--- src/rtl/bytecnt_pkg.sv ---
package bytecnt_pkg;
  typedef enum logic [1:0] {
    ADR_LO  = 2'd0,
    ADR_HI  = 2'd1,
    ADR_SEL = 2'd2,
    ADR_RSV = 2'd3
  } adr_e;

  typedef enum logic [2:0] {
    TS_OFF      = 3'd0,
    TS_DIV1     = 3'd1,
    TS_DIV8     = 3'd2,
    TS_DIV64    = 3'd3,
    TS_DIV256   = 3'd4,
    TS_DIV1024  = 3'd5,
    TS_EXT_FALL = 3'd6,
    TS_EXT_RISE = 3'd7
  } tsel_e;
endpackage

--- src/rtl/bytecnt_tick.sv ---
module bytecnt_tick
  import bytecnt_pkg::*;
#(
  parameter int PRE_W = 10
) (
  input  logic  clk_i,
  input  logic  rst_ni,
  input  tsel_e sel_i,
  input  logic  ext_i,
  output logic  tick_o
);
  localparam int NDIV = 4;

  logic [PRE_W-1:0] pre_q;
  logic [NDIV-1:0]  div_hit;
  logic             sync1_q, sync2_q, prev_q;
  logic             ext_rise, ext_fall;

  // free-running prescaler, never cleared except by reset
  always_ff @(posedge clk_i or negedge rst_ni) begin
    if (!rst_ni) pre_q <= '0;
    else         pre_q <= pre_q + 1'b1;
  end

  // a division by 2^SH fires when the low SH bits are all ones
  for (genvar g = 0; g < NDIV; g++) begin : g_div
    localparam int SH = (g == 0) ? 3 : (g == 1) ? 6 : (g == 2) ? 8 : PRE_W;
    assign div_hit[g] = &pre_q[SH-1:0];
  end

  // two-flop synchronizer plus one stage for edge detection
  always_ff @(posedge clk_i or negedge rst_ni) begin
    if (!rst_ni) begin
      sync1_q <= 1'b0;
      sync2_q <= 1'b0;
      prev_q  <= 1'b0;
    end else begin
      sync1_q <= ext_i;
      sync2_q <= sync1_q;
      prev_q  <= sync2_q;
    end
  end

  assign ext_rise = sync2_q & ~prev_q;
  assign ext_fall = ~sync2_q & prev_q;

  always_comb begin
    unique case (sel_i)
      TS_OFF:      tick_o = 1'b0;
      TS_DIV1:     tick_o = 1'b1;
      TS_DIV8:     tick_o = div_hit[0];
      TS_DIV64:    tick_o = div_hit[1];
      TS_DIV256:   tick_o = div_hit[2];
      TS_DIV1024:  tick_o = div_hit[3];
      TS_EXT_FALL: tick_o = ext_fall;
      TS_EXT_RISE: tick_o = ext_rise;
      default:     tick_o = 1'b0;
    endcase
  end

  // a stopped selection produces no tick
  assert_off_no_tick_R7: assert property (@(posedge clk_i) disable iff (!rst_ni)
    (sel_i == TS_OFF) |-> !tick_o);
endmodule

--- src/rtl/bytecnt_core.sv ---
module bytecnt_core #(
  parameter int CNT_W = 16
) (
  input  logic             clk_i,
  input  logic             rst_ni,
  input  logic             tick_i,
  input  logic             clr_i,
  input  logic             en_i,
  input  logic             down_i,
  input  logic             load_i,
  input  logic [CNT_W-1:0] load_val_i,
  input  logic [CNT_W-1:0] top_val_i,
  output logic [CNT_W-1:0] cnt_o,
  output logic             at_top_o,
  output logic             at_bottom_o,
  output logic             ovf_o
);
  localparam logic [CNT_W-1:0] ONE = CNT_W'(1);
  localparam logic [CNT_W-1:0] MAX = '1;

  logic [CNT_W-1:0] cnt_q;
  logic             ovf_q;

  // priority: bus load, then clear, then step
  always_ff @(posedge clk_i or negedge rst_ni) begin
    if (!rst_ni) begin
      cnt_q <= '0;
      ovf_q <= 1'b0;
    end else begin
      ovf_q <= 1'b0;
      if (load_i) begin
        cnt_q <= load_val_i;
      end else if (tick_i) begin
        if (clr_i) begin
          cnt_q <= '0;
        end else if (en_i) begin
          if (down_i) begin
            cnt_q <= cnt_q - ONE;
          end else begin
            cnt_q <= cnt_q + ONE;
            ovf_q <= (cnt_q == MAX);
          end
        end
      end
    end
  end

  assign cnt_o       = cnt_q;
  assign ovf_o       = ovf_q;
  assign at_top_o    = (cnt_q == top_val_i);
  assign at_bottom_o = (cnt_q == '0);

  assert_load_wins_R8: assert property (@(posedge clk_i) disable iff (!rst_ni)
    load_i |=> (cnt_q == $past(load_val_i)));

  assert_hold_idle_R7: assert property (@(posedge clk_i) disable iff (!rst_ni)
    (!load_i && !tick_i) |=> $stable(cnt_q));

  assert_step_up_R5: assert property (@(posedge clk_i) disable iff (!rst_ni)
    (tick_i && !load_i && !clr_i && en_i && !down_i) |=> (cnt_q == $past(cnt_q) + ONE));

  assert_ovf_zero_R9: assert property (@(posedge clk_i) disable iff (!rst_ni)
    ovf_o |-> (cnt_q == '0));
endmodule

--- src/rtl/bytecnt_regs.sv ---
module bytecnt_regs
  import bytecnt_pkg::*;
#(
  parameter int CNT_W = 16
) (
  input  logic             clk_i,
  input  logic             rst_ni,
  input  logic             wr_i,
  input  logic             rd_i,
  input  logic [1:0]       addr_i,
  input  logic [CNT_W/2-1:0] wdata_i,
  input  logic [CNT_W-1:0] cnt_i,
  output logic [CNT_W/2-1:0] rdata_o,
  output logic             load_o,
  output logic [CNT_W-1:0] load_val_o,
  output tsel_e            sel_o
);
  localparam int BYTE_W = CNT_W / 2;

  logic [BYTE_W-1:0] temp_q;
  tsel_e             sel_q;
  logic              rd_lo, wr_lo, wr_hi, wr_sel;

  assign rd_lo  = rd_i && (addr_i == ADR_LO);
  assign wr_lo  = wr_i && (addr_i == ADR_LO);
  assign wr_hi  = wr_i && (addr_i == ADR_HI);
  assign wr_sel = wr_i && (addr_i == ADR_SEL);

  // holding register: filled by a high-byte write or a low-byte read
  always_ff @(posedge clk_i or negedge rst_ni) begin
    if (!rst_ni) begin
      temp_q <= '0;
      sel_q  <= TS_OFF;
    end else begin
      if (wr_hi)      temp_q <= wdata_i;
      else if (rd_lo) temp_q <= cnt_i[CNT_W-1:BYTE_W];
      if (wr_sel)     sel_q  <= tsel_e'(wdata_i[2:0]);
    end
  end

  assign load_o     = wr_lo;
  assign load_val_o = {temp_q, wdata_i};
  assign sel_o      = sel_q;

  always_comb begin
    rdata_o = '0;
    if (rd_i) begin
      case (addr_i)
        ADR_LO:  rdata_o = cnt_i[BYTE_W-1:0];
        ADR_HI:  rdata_o = temp_q;
        ADR_SEL: rdata_o[2:0] = sel_q;
        default: rdata_o = '0;
      endcase
    end
  end

  assert_lo_read_captures_R2: assert property (@(posedge clk_i) disable iff (!rst_ni)
    (rd_lo && !wr_hi) |=> (temp_q == $past(cnt_i[CNT_W-1:BYTE_W])));
endmodule

--- src/rtl/bytecnt16.sv ---
module bytecnt16
  import bytecnt_pkg::*;
#(
  parameter int CNT_W = 16,
  parameter int PRE_W = 10
) (
  input  logic               clk_i,
  input  logic               rst_ni,
  input  logic               bus_wr_i,
  input  logic               bus_rd_i,
  input  logic [1:0]         bus_addr_i,
  input  logic [CNT_W/2-1:0] bus_wdata_i,
  output logic [CNT_W/2-1:0] bus_rdata_o,
  input  logic               ext_tick_i,
  input  logic               cnt_en_i,
  input  logic               cnt_down_i,
  input  logic               cnt_clr_i,
  input  logic [CNT_W-1:0]   top_val_i,
  output logic               at_top_o,
  output logic               at_bottom_o,
  output logic               ovf_o
);
  logic [CNT_W-1:0] cnt;
  logic [CNT_W-1:0] load_val;
  logic             load;
  logic             tick;
  tsel_e            sel;

  bytecnt_regs #(.CNT_W(CNT_W)) regs_i (
    .clk_i      (clk_i),
    .rst_ni     (rst_ni),
    .wr_i       (bus_wr_i),
    .rd_i       (bus_rd_i),
    .addr_i     (bus_addr_i),
    .wdata_i    (bus_wdata_i),
    .cnt_i      (cnt),
    .rdata_o    (bus_rdata_o),
    .load_o     (load),
    .load_val_o (load_val),
    .sel_o      (sel)
  );

  bytecnt_tick #(.PRE_W(PRE_W)) tick_i (
    .clk_i  (clk_i),
    .rst_ni (rst_ni),
    .sel_i  (sel),
    .ext_i  (ext_tick_i),
    .tick_o (tick)
  );

  bytecnt_core #(.CNT_W(CNT_W)) core_i (
    .clk_i       (clk_i),
    .rst_ni      (rst_ni),
    .tick_i      (tick),
    .clr_i       (cnt_clr_i),
    .en_i        (cnt_en_i),
    .down_i      (cnt_down_i),
    .load_i      (load),
    .load_val_i  (load_val),
    .top_val_i   (top_val_i),
    .cnt_o       (cnt),
    .at_top_o    (at_top_o),
    .at_bottom_o (at_bottom_o),
    .ovf_o       (ovf_o)
  );
endmodule

--- config.mk ---
export PLATFORM = sky130hd
export DESIGN_NAME = bytecnt16
export DESIGN_NICKNAME = d
export VERILOG_FILES = /design/src/rtl/bytecnt_pkg.sv /design/src/rtl/bytecnt_tick.sv /design/src/rtl/bytecnt_core.sv /design/src/rtl/bytecnt_regs.sv /design/src/rtl/bytecnt16.sv
export SDC_FILE = /design/constraint.sdc
export NUM_CORES = 1
export LEC_CHECK = 0
export BUFFER_PORTS_ARGS = -buffer_cell sky130_fd_sc_hd__clkbuf_2
export CORE_UTILIZATION = 52
export CTS_CLUSTER_DIAMETER = 150
export DETAILED_ROUTE_END_ITERATION = 16
export HOLD_SLACK_MARGIN = 0.03
export PLACE_DENSITY = 0.86
export SLEW_MARGIN = 20
export SYNTH_ARGS = -nofsm -noshare
export SYNTH_HDL_FRONTEND = slang
export SYNTH_SLANG_ARGS = --single-unit
export TNS_END_PERCENT = 1
--- constraint.sdc ---
create_clock -name clk_i -period 2.02 [get_ports clk_i]
set_clock_uncertainty 0.15 [all_clocks]
set_input_delay 0 -clock clk_i [delete_from_list [all_inputs] [get_ports clk_i]]
set_output_delay 0 -clock clk_i [all_outputs]
set_load 0.02 [all_outputs]
# Word level (Yosys, flattened, before mapping)
# Index checks and enable logic that the tools add are counted.
# totals
reg_bits	41
input_bits	34
output_inout_bits	11
# op_classes
addsub	3
eq_ne	11
mux	16
bitwise	4
n_reduce_logical	15
# ops
op	count
16-bit two-way mux	5
8-bit two-way mux	3
16-bit by 1-bit adder with 16-bit output (second input constant)	1
16-bit == test	1
16-bit == test (second input constant)	1
16-bit zero test	1
16-bit by 1-bit subtractor with 16-bit output (second input constant)	1
3-bit == test (second input constant)	4
10-bit by 1-bit adder with 10-bit output (second input constant)	1
5-bit case mux with 2 select lines	1
10-bit AND reduction	1
3-bit case mux with 3 select lines	1
1-bit case mux with 8 select lines	1
8-bit AND reduction	1
3-bit by 2-bit == test with 1-bit output (second input constant)	2
6-bit AND reduction	1
1-bit two-way mux	5
1-bit logical AND	4
2-bit nonzero test	2
3-bit by 1-bit == test with 1-bit output (second input constant)	1
3-bit zero test	1
3-bit AND reduction	1
3-bit nonzero test	1
1-bit AND	2
other kinds (5)	6

# Logic depth before layout (Yosys ltp)
# Gate-level depths: netlist of the first run.
# logic_depth
depth_word	6
mapped_depth	9
ltp_nobuf	8

# By module
# Synthesis of the first run repeated with hierarchy kept, for this count alone.
# unflattened
cells_unflattened	335
area_unflattened_um2	3169.3
# modules_own_cells
mod	instances	cells_per_inst	area_each_um2
bytecnt_core	1	217	1798.0
bytecnt_regs	1	72	802.0
bytecnt_tick	1	46	569.3

# Worst setup path before layout of the first run
# Ideal clock, no wire load.
# synth_timing
path_kind	register to register
from	reg core_i.cnt_q[0], in the netlist core_i.cnt_o[0]
to	reg core_i.cnt_q[12], in the netlist core_i.cnt_o[12]
setup_ns	0.082
arrival_ns	1.999
slack_ns	-0.211
path_stages_with_launch	10
path_buffers	1
synth_period_minus_slack_ns	2.231
path_cell_list	dfrtp_1 -> buf_2 -> inv_1 -> fa_1 -> nand2b_1 -> a21o_1 -> a21oi_1 -> o211ai_1 -> a211o_1 -> a31oi_1
# synth_via
elab_chain_len	6
word_cells_on_any_way	7
cone_classes	add/sub (2); mux (5)
# synth_lines
element	line_no	text
start, declared	bytecnt_core.sv:21	logic [CNT_W-1:0] cnt_q;
start signal, assigned	bytecnt_core.sv:32	cnt_q <= load_val_i;
start signal, assigned	bytecnt_core.sv:38	cnt_q <= cnt_q - ONE;
start signal, assigned	bytecnt_core.sv:40	cnt_q <= cnt_q + ONE;
16-bit by 1-bit adder with 16-bit output or 16-bit by 1-bit subtractor with 16-bit output (tied branches)	bytecnt_core.sv:40, bytecnt_core.sv:38	
16-bit two-way mux (*)	bytecnt_core.sv:37	if (down_i) begin
16-bit two-way mux (*)	bytecnt_core.sv:36	end else if (en_i) begin
16-bit two-way mux (*)	bytecnt_core.sv:34	if (clr_i) begin
16-bit two-way mux (*)	bytecnt_core.sv:33	end else if (tick_i) begin
16-bit two-way mux (*)	bytecnt_core.sv:31	if (load_i) begin
# Mark *: on every way between the ends. The rest lies on a longest branch, timed or not. The select of a mux whose other input is x is not followed.
# A chain may end at the register's enable or synchronous reset.

# Worst setup path after layout of the first run
# layout_timing
from	reg core_i.cnt_q[1], in the netlist core_i.cnt_o[1]
to	reg core_i.cnt_q[12], in the netlist core_i.cnt_o[12]
# The elaborated chain is that of the path after synthesis.

==> flow_summary.toml, run 1 <==
[final_layout]
instances_no_fill = 518
final_cell_mix = "buf_4 (55), clkbuf_2 (44), dfrtp_1 (41), nand2_1 (40), nor2_1 (31)"
fin_area_sq_um = 4008
num-nets-final = 496
area_growth_pct = 34.58
drive_gt1_share_pct = 29.15
mostFrequentLayoutCell = "buf_4"
multiInputGateArea_sq_um = 1953
seq_area_sq_um = 1026
fillerInstances = 389
num_antenna_cells = 0

[global_routing]
grt_max_degree = 31
grt_pass1_wl_um = 15300
overflow = 0
first_global_vias = 3176
antenna_found_initial = 0
grt_usage_pct = 33.03

[power_and_ir_drop]
vdd_drop_max_v = 0.0008501
p_leak_nw = 1.783
p_per_area_nw_per_um2 = 1267

[setup_path]
cp_num_buf_inv = 1
cp_max_fo = 4
path_delay_family = "compound AO/OA/AOI/OAI gates"
worstSetupPathType = "flop to flop"
cp_cell_sequence = "inv_2, fa_2, nand2b_4, a21o_1, a21oi_4, o211ai_1, a211o_1, a31oi_1"
crit_slowest_cell = "dfrtp_1"
cp_slowest_stage_delay_ns = 0.40
arrival_ns = 2.26
end_kind = "flop"
worstSetupStartpointType = "flop"
rr_worst_depth = 8
critical_path_depth = 8
required_ns = 2.10

[die]
placementRows = 27
dieArea_sq_um = 6033
core_area_sq_um = 5507
start_util_pct = 54.08
die_h_um = 77.68
boundaryPins = 45
die-width_um = 77.68

[run]
drv_cap = 0

[drt]
drt_pass1_iterations = 5
wl_per_cell_um = 18.33
first_iter_violations = 389
drc = 0
ant_nets = 0
routed-via-count = 3185
drt-total-wl_um = 9494
avgViaCountPerCell = 6.149

[timing]
fin_crit_sh_pct = 107.8
timing.fmax_mhz = 459.1
rsz0062_at_grt = "true"
slew_viol_final = 0
setup_ws_ns = -0.1582
finalCriticalPeriod_ns = 2.178
tightest_slew_ns = 0.7606
hold_viol_final = 0
slew_headroom_pct = 49.11
setup_viol = 15

[status]
status = "finished, violations left"
failed_checks = "negative setup slack"

[synthesis]
ys_ff_latch = 41
syn_area_per_cell_sq_um = 8.969
synth_area_sq_um = 2978
yosysWarnings = 0
synth_edf_count = 0
seq_area_frac_synth_pct = 34.45
synth-main-ff-cell = "dfrtp_1"
netlist-cell-type-count = 53
synthCells = 332
syn-num-nets = 383
synthArstFlopShare_pct = 100.0

[cts]
cts_tree = "done"
cts_buffers = 5
path_clk_slew_ns = 0.08
clkSinkCount = 41
clock_path_buffers = 2
insertion_delay_ns = 0.31
htreeDepth = 2
cts_root_buffer = "clkbuf_8"

[placement]
placed_area_sq_um = 3676
port_buffers = 44
dp_hpwl_um = 6972
gp_congestion = 1.020
dp.cells = 493

[worst_hold_path]
whs_path_depth = 5
hp-class = "input pin to flop"
per-layer routing:
| metal | share of wire, % | vias to the layer above | track usage [%] | wire (um) |
|---|---|---|---|---|
| li1 | - | 1449 | - | - |
| met1 | 40 | 1495 | 40.12 | 3834 |
| met2 | 47 | 192 | 55.66 | 4474 |
| met3 | 7.7 | 49 | 5.412 | 729 |
| met4 | 4.8 | 0 | 18.11 | 457 |
| met5 | 0 | - | 0 | 0 |
cell type report:
type	count	share of cell area [%]
clock buffer	6	1.811
sequential	41	25.60
clock inverter	2	0.9678
multi-input combinational	275	48.74
tap	72	2.248
timing repair buffer	116	20.07
inverter	6	0.5620
cells by family (layout without fill, tap and decap cells):
logic type / count (synthesis) / in the layout / synth area share [%]
buffers and inverters: 16 / 130 / 2.647
xor gates and xnor gates: 32 / 32 / 9.412
AOI/OAI and AO/OA: 84 / 84 / 19.45
adders and majority gates: 17 / 17 / 7.395
DFF: 41 / 41 / 34.45
and+or+nand+nor: 125 / 125 / 20.80
muxes: 17 / 17 / 5.840
per-stage QoR:
step | setup TNS, ns | utilization (%) | worst slack, ns | power [W] | hold WS (ns)
floorplan | -0.04170 | - | -0.02655 | 0.003057 | -0.4456
global placement | -0.3248 | 66.76 | -0.07975 | 0.004049 | -0.2612
detailed placement | -1.228 | 66.76 | -0.1617 | 0.004182 | -0.2566
CTS | -0.5270 | 72.48 | -0.1095 | 0.004965 | 0.06208
global route | -2.384 | 72.78 | -0.2108 | 0.005378 | 0.08352
finish | -0.8397 | 72.78 | -0.1582 | 0.005077 | 0.06763
flip-flops by register name, indices dropped and copies added (netlist names):
signal	count
core_i.ovf_o	1
core_i.cnt_o	16
tick_i.sync1_q	1
tick_i.pre_q	10
regs_i.sel_o	3
regs_i.temp_q	8
tick_i.prev_q	1
tick_i.sync2_q	1
repair_timing:
item                                   4_1_cts  5_1_grt
gates resized for setup                      7        3
cloned                                       0        0
setup endpoints to repair                   16       16
pin swaps                                    7        6
endpoints found under the hold margin       63        0
buffers inserted                             1        0
hold buffers                                16        0
cell usage after synthesis (all sizes together) (2+ instances only):
cell | n | area, sq um
dfrtp | 41 | 1026
nand2 | 40 | 150.1
nor2 | 32 | 122.6
xnor2 | 25 | 219.0
a21oi | 23 | 115.1
ha | 16 | 200.2
o21ai | 16 | 80.08
mux2i | 14 | 140.1
nand4 | 13 | 87.58
a22oi | 10 | 75.07
nor4 | 9 | 56.30
nand3 | 7 | 35.03
xor2 | 7 | 61.31
buf | 6 | 41.28
inv | 6 | 22.52
o211ai | 6 | 45.04
a31oi | 5 | 31.28
o21a | 5 | 37.54
and2 | 4 | 25.02
clkbuf | 4 | 15.01
nand2b | 4 | 25.02
nor3 | 4 | 25.02
a21boi | 3 | 26.27
mux2 | 3 | 33.78
a211oi | 2 | 15.01
a21o | 2 | 15.01
and3b | 2 | 17.52
nor2b | 2 | 12.51
nor3b | 2 | 15.01
o311ai | 2 | 17.52
power by group:
group / leakage [nW] / switching, W / total (W) / internal (W)
logic: 1.23 / 0.00166 / 0.00314 / 0.00149
registers: 0.497 / 0.000201 / 0.00125 / 0.00105
clock network: 0.0554 / 0.000317 / 0.000688 / 0.000371
total: 1.78 / 0.00217 / 0.00508 / 0.00290
worst paths after layout:
check,start,to,slack (ns)
setup / recovery,core_i.cnt_o[1],core_i.cnt_o[12],-0.16
hold / removal,bus_addr_i[0],core_i.cnt_o[14],0.07
setup reg to reg,core_i.cnt_o[1],core_i.cnt_o[12],-0.16
hold reg to reg,tick_i.sync1_q,tick_i.sync2_q,0.22
max in group asynchronous,rst_ni,tick_i.pre_q[1],0.80
min in group asynchronous,rst_ni,core_i.cnt_o[8],0.14
worst register-to-register path: stages, from the launching register on:
cell and delay (ns):
dfrtp_1 0.40, inv_2 0.06, fa_2 0.36, nand2b_4 0.16
a21o_1 0.22, a21oi_4 0.20, o211ai_1 0.15, a211o_1 0.28
a31oi_1 0.13
Power figures use the tool's default switching activity.
==> run 2, diff against run 1 <==
REMOVE_ABC_BUFFERS = 1   (was unset)
==> run 2 against run 1 <==
The flow still finishes with violations (negative setup slack). Utilization grew 2.3 points. Worst hold slack gained 0.069 ns. Sequential share of layout area shrank 0.78 points. Critical path depth grew 1. Via count grew 4.5%. Maximum frequency shrank 3.3%. Critical path type unchanged. Critical endpoint is now core_i.cnt_o[15].
==> flow_summary.toml, run 2 (synthesis gave the netlist of run 1 again) <==
[die]
boundaryPins = 45
start_util_pct = 54.08
dieArea_sq_um = 6033
die_h_um = 77.68
core_area_sq_um = 5507
die-width_um = 77.68
placementRows = 27

[cts]
cts_buffers = 5
cts_tree = "done"
path_clk_slew_ns = 0.09
clkSinkCount = 41
clock_path_buffers = 2
insertion_delay_ns = 0.31
htreeDepth = 2
cts_root_buffer = "clkbuf_8"

[global_routing]
grt_pass1_wl_um = 15880
antenna_found_initial = 0
grt_usage_pct = 34.34
first_global_vias = 3288
grt_max_degree = 30
overflow = 0

[setup_path]
required_ns = 2.09
cp_max_fo = 3
regToRegStartpoint = "tick_i.pre_q[1]"
end_kind = "flop"
arrival_ns = 2.32
worstSetupPathType = "flop to flop"
cp_cell_sequence = "ha_4, buf_4, nand3_4, a2111oi_4, o2bb2ai_4, buf_6, nor4_1, mux2i_1, o211ai_1"
worstSetupStartpointType = "flop"
rr_worst_depth = 9
crit-reg2reg-capture = "core_i.cnt_o[15]"
crit_slowest_cell = "dfrtp_1"
cp_slowest_stage_delay_ns = 0.41
reg2reg_slack_ns = -0.23

[final_layout]
fillerInstances = 343
largest_register_ffs = 16
num_antenna_cells = 0
area_growth_pct = 38.82
instances_no_fill = 524
num-nets-final = 502
multiInputGateArea_sq_um = 2056
drive_gt1_share_pct = 32.30
seq_area_sq_um = 1026
mostFrequentLayoutCell = "buf_4"
final_cell_mix = "buf_4 (57), clkbuf_2 (43), dfrtp_1 (41), nand2_1 (39), nor2_1 (30)"

[drt]
wl_met3_um = 955
avgViaCountPerCell = 6.351
ant_nets = 0
maxUsedRoutingLayer = "met4"
routed-via-count = 3328
drc = 0
first_iter_violations = 459
drt-total-wl_um = 10450
wl_met2_um = 4935
drt_pass1_iterations = 5
wl_met1_um = 3975
wl_per_cell_um = 19.94

[status]
failed_checks = "negative setup slack"
status = "finished, violations left"

[timing]
rsz0062_at_grt = "true"
setup_ws_ns = -0.2319
fin_crit_sh_pct = 111.5
tightest_slew_ns = 0.6149
finalCriticalPeriod_ns = 2.252
setup_viol = 16
hold_viol_final = 0
slew_headroom_pct = 58.87
slew_viol_final = 0
timing.fmax_mhz = 444.1

[placement]
gp_congestion = 0.9475
dp.cells = 490
dp_slack_ns = -0.2634
port_buffers = 44
dp_hpwl_um = 6699

[power_and_ir_drop]
p_per_area_nw_per_um2 = 1259
p_leak_nw = 1.815
vdd_drop_max_v = 0.0007158

[run]
drv_cap = 0

[worst_hold_path]
hp-class = "input pin to asynchronous set/reset pin"
[run 2: changes by cell type in the layout (fill, tap and decap cells not counted), sizes merged]
cell,previous run,this run
buf,56,62
clkbuf,50,48
bufinv,1,0
clkinv,1,2
clkinvlp,0,1
o21bai,1,2
[run 2: layout make-up]
| type | instances | area share (%) |
|---|---|---|
| clock buffer | 5 | 1.665 |
| sequential | 41 | 24.82 |
| multi-input combinational | 276 | 49.73 |
| inverter | 6 | 0.5448 |
| timing repair buffer | 121 | 20.64 |
| tap | 72 | 2.179 |
| clock inverter | 3 | 0.4237 |
[run 2: critical path: cells and delay by family (launching register included)]
kind / cells / cell delay, ns
AO/OA/AOI/OAI: 3 / 0.63
adder cells (fa/ha/maj): 1 / 0.17
AND/OR/NAND/NOR: 2 / 0.39
flip-flops: 1 / 0.41
buffers and inverters: 2 / 0.29
multiplexers: 1 / 0.11
[run 2: per-stage QoR]
stage | instance area, sq um | total power (W) | util [%] | hold slack (ns) | setup TNS (ns)
after floorplan | 2922 | 0.002958 | - | -0.4456 | -4.842
after global placement | 3627 | 0.003984 | 65.87 | -0.2451 | -1.089
after detailed placement | 3627 | 0.004099 | 65.87 | -0.2387 | -2.254
after CTS | 4046 | 0.004952 | 73.48 | 0.1008 | -0.7862
after global routing | 4134 | 0.005473 | 75.07 | 0.1558 | -3.381
final | 4134 | 0.005204 | 75.07 | 0.1371 | -2.240
[run 2: how the worst max path moves through the flow]
stage	startpoint	slack, ns	depth (start not counted)	to
after global routing	tick_i.pre_q[1]	-0.28	9	core_i.cnt_o[15]
after global placement	core_i.cnt_o[1]	-0.16	8	core_i.cnt_o[13]
after detailed placement	core_i.cnt_o[1]	-0.26	8	core_i.cnt_o[13]
after floorplan	bus_addr_i[1]	-0.46	5	core_i.cnt_o[14]
after CTS	core_i.cnt_o[1]	-0.14	9	core_i.cnt_o[8]
final	tick_i.pre_q[1]	-0.23	9	core_i.cnt_o[15]
[run 2: what timing repair did]
item                                    4_1_cts  5_1_grt
pin swaps                                    10       12
endpoints found under the hold margin        63        0
hold buffers                                 16        0
endpoints found under the setup margin       15       17
gates resized for setup                      21       13
buffers inserted                              7        2
gates cloned                                  1        0
[run 2: layer usage]
metal / track usage, % / vias up
met3: 7.059 / 60
met5: 0 / -
li1: - / 1457
met4: 17.74 / 0
met1: 42.28 / 1562
met2: 56.64 / 249
[run 2: power breakdown]
group          leakage [nW]  internal (W)  switching (W)  total, W
clock network        0.0439      0.000239       0.000325  0.000565
registers             0.497       0.00105       0.000217   0.00126
logic                  1.27       0.00161        0.00177   0.00338
total                  1.82       0.00289        0.00231   0.00520
==> run 3, diff against run 2 <==
RECOVER_POWER = 25   (was unset)
==> run 3 against run 2 <==
The flow still finishes with violations (negative setup slack). Via count rose by 1.1%. Worst setup slack got worse by 0.0056 ns. Non-clock buffer count did not move. Total power rose by 0.19%. Routed wire length rose by 0.18%. Global-route usage did not move. Clock power barely moved. Final cell count did not move. Utilization fell by 0.068 points. Largest power group unchanged. Critical path depth did not move. Critical path type unchanged.
==> flow_summary.toml, run 3 (synthesis gave the netlist of run 1 again) <==
[drt]
drt-total-wl_um = 10470
first_iter_violations = 399
wl_per_cell_um = 19.98
routed-via-count = 3363
drc = 0
drt_pass1_iterations = 8
avgViaCountPerCell = 6.418
ant_nets = 0

[global_routing]
antenna_found_initial = 0
grt_usage_pct = 34.34
grt_pass1_wl_um = 15880
first_global_vias = 3288
grt_max_degree = 30
overflow = 0

[final_layout]
postLayoutCoreUtil_pct = 75.01
area_growth_pct = 38.70
drive_gt1_share_pct = 32.08
fillerInstances = 345
largest_register_ffs = 16
final_cell_mix = "buf_4 (56), clkbuf_2 (43), dfrtp_1 (41), nand2_1 (39), nor2_1 (30)"
num_antenna_cells = 0
instances_no_fill = 524
mostFrequentLayoutCell = "buf_4"
num-nets-final = 502

[timing]
slew_viol_final = 0
setup_viol = 16
fin_crit_sh_pct = 111.8
timing.fmax_mhz = 443.0
rsz0062_at_grt = "true"
hold_viol_final = 0
tightest_slew_ns = 0.7975
finalCriticalPeriod_ns = 2.258
slew_headroom_pct = 46.83
setup_tns_ns = -2.400
setup_ws_ns = -0.2376

[power_and_ir_drop]
vdd_drop_max_v = 0.0007100
power_switching_share_pct = 44.52
p_leak_nw = 1.812
p_comb_share_pct = 64.9
p_int_w = 0.002893
p_per_area_nw_per_um2 = 1263
clkPwrFrac_pct = 10.9
seqPwrFrac_pct = 24.2
p_switching_w = 0.002322
finalPower_w = 0.005214

[die]
core_area_sq_um = 5507
die_h_um = 77.68
dieArea_sq_um = 6033
placementRows = 27
start_util_pct = 54.08
die-width_um = 77.68
boundaryPins = 45

[cts]
cts_buffers = 5
path_clk_slew_ns = 0.08
cts_root_buffer = "clkbuf_8"
clock_path_buffers = 2
htreeDepth = 2
cts_tree = "done"
clkSinkCount = 41
insertion_delay_ns = 0.32

[placement]
dp.cells = 490
dp_hpwl_um = 6699
port_buffers = 44
gp_congestion = 0.9475

[worst_hold_path]
hp-class = "input pin to flop"

[run]
drv_cap = 0

[setup_path]
arrival_ns = 2.33
cp_max_fo = 3
required_ns = 2.09
end_kind = "flop"
worstSetupStartpointType = "flop"
worstSetupPathType = "flop to flop"

[status]
failed_checks = "negative setup slack"
status = "finished, violations left"
[run 3: final timing paths]
| kind | startpoint | to | slack (ns) | cells after the start |
|---|---|---|---|---|
| worst max-delay path | tick_i.pre_q[1] | core_i.cnt_o[15] | -0.24 | 9 |
| worst min-delay path | bus_addr_i[1] | core_i.cnt_o[8] | 0.15 | 5 |
| worst max register to register | tick_i.pre_q[1] | core_i.cnt_o[15] | -0.24 | 9 |
| worst min register to register | tick_i.sync1_q | tick_i.sync2_q | 0.22 | 0 |
| max in group asynchronous | rst_ni | tick_i.pre_q[2] | 0.64 | 3 |
| min in group asynchronous | rst_ni | regs_i.sel_o[0] | 0.33 | 3 |
[run 3: what timing repair did]
item,CTS,global route
endpoints found under the hold margin,63,0
endpoints found under the setup margin,15,17
gates cloned,1,0
setup buffers,7,2
gates resized for setup,21,13
pin swaps,10,12
hold buffers,16,0
[run 3: worst max-delay path, cell delays in order (launching register included)]
cell and delay, ns:
dfrtp_1 0.42, ha_4 0.17, buf_4 0.14, nand3_4 0.11
a2111oi_4 0.41, o2bb2ai_4 0.13, buf_6 0.15, nor4_1 0.28
mux2i_1 0.11, o211ai_1 0.11
[run 3: area by class of cell]
| cell class | instances | area (sq um) | area share, % |
|---|---|---|---|
| clock buffer | 5 | 68.82 | 1.666 |
| clock inverter | 3 | 17.52 | 0.4241 |
| inverter | 6 | 22.52 | 0.5453 |
| multi-input combinational | 276 | 2056 | 49.77 |
| sequential | 41 | 1026 | 24.84 |
| tap | 72 | 90.09 | 2.181 |
| timing repair buffer | 121 | 849.6 | 20.57 |
[run 3: power by group through the flow]
stage / Combinational [W] / Sequential [W] / Clock (W)
floorplan: 0.00163 / 0.00132 / 0
global placement: 0.00275 / 0.00123 / 0
detailed placement: 0.00286 / 0.00124 / 0
CTS: 0.00315 / 0.00124 / 0.000555
global route: 0.00360 / 0.00128 / 0.000594
finish: 0.00338 / 0.00126 / 0.000568
[run 3: through the flow]
step	hold WS (ns)	instance area [sq um]	worst slack [ns]
2_1_floorplan	-0.4456	2922	-0.4645
5_1_grt	0.1558	4130	-0.2795
4_1_cts	0.1008	4046	-0.1364
3_5_place_dp	-0.2387	3627	-0.2634
6_report	0.1526	4130	-0.2376
3_3_place_gp	-0.2451	3627	-0.1592
[run 3: routing by layer]
layer	part of all wire, %	track usage, %
met1	37	42.28
met2	47	56.64
met3	10	7.059
met4	6.1	17.74
met5	0	0
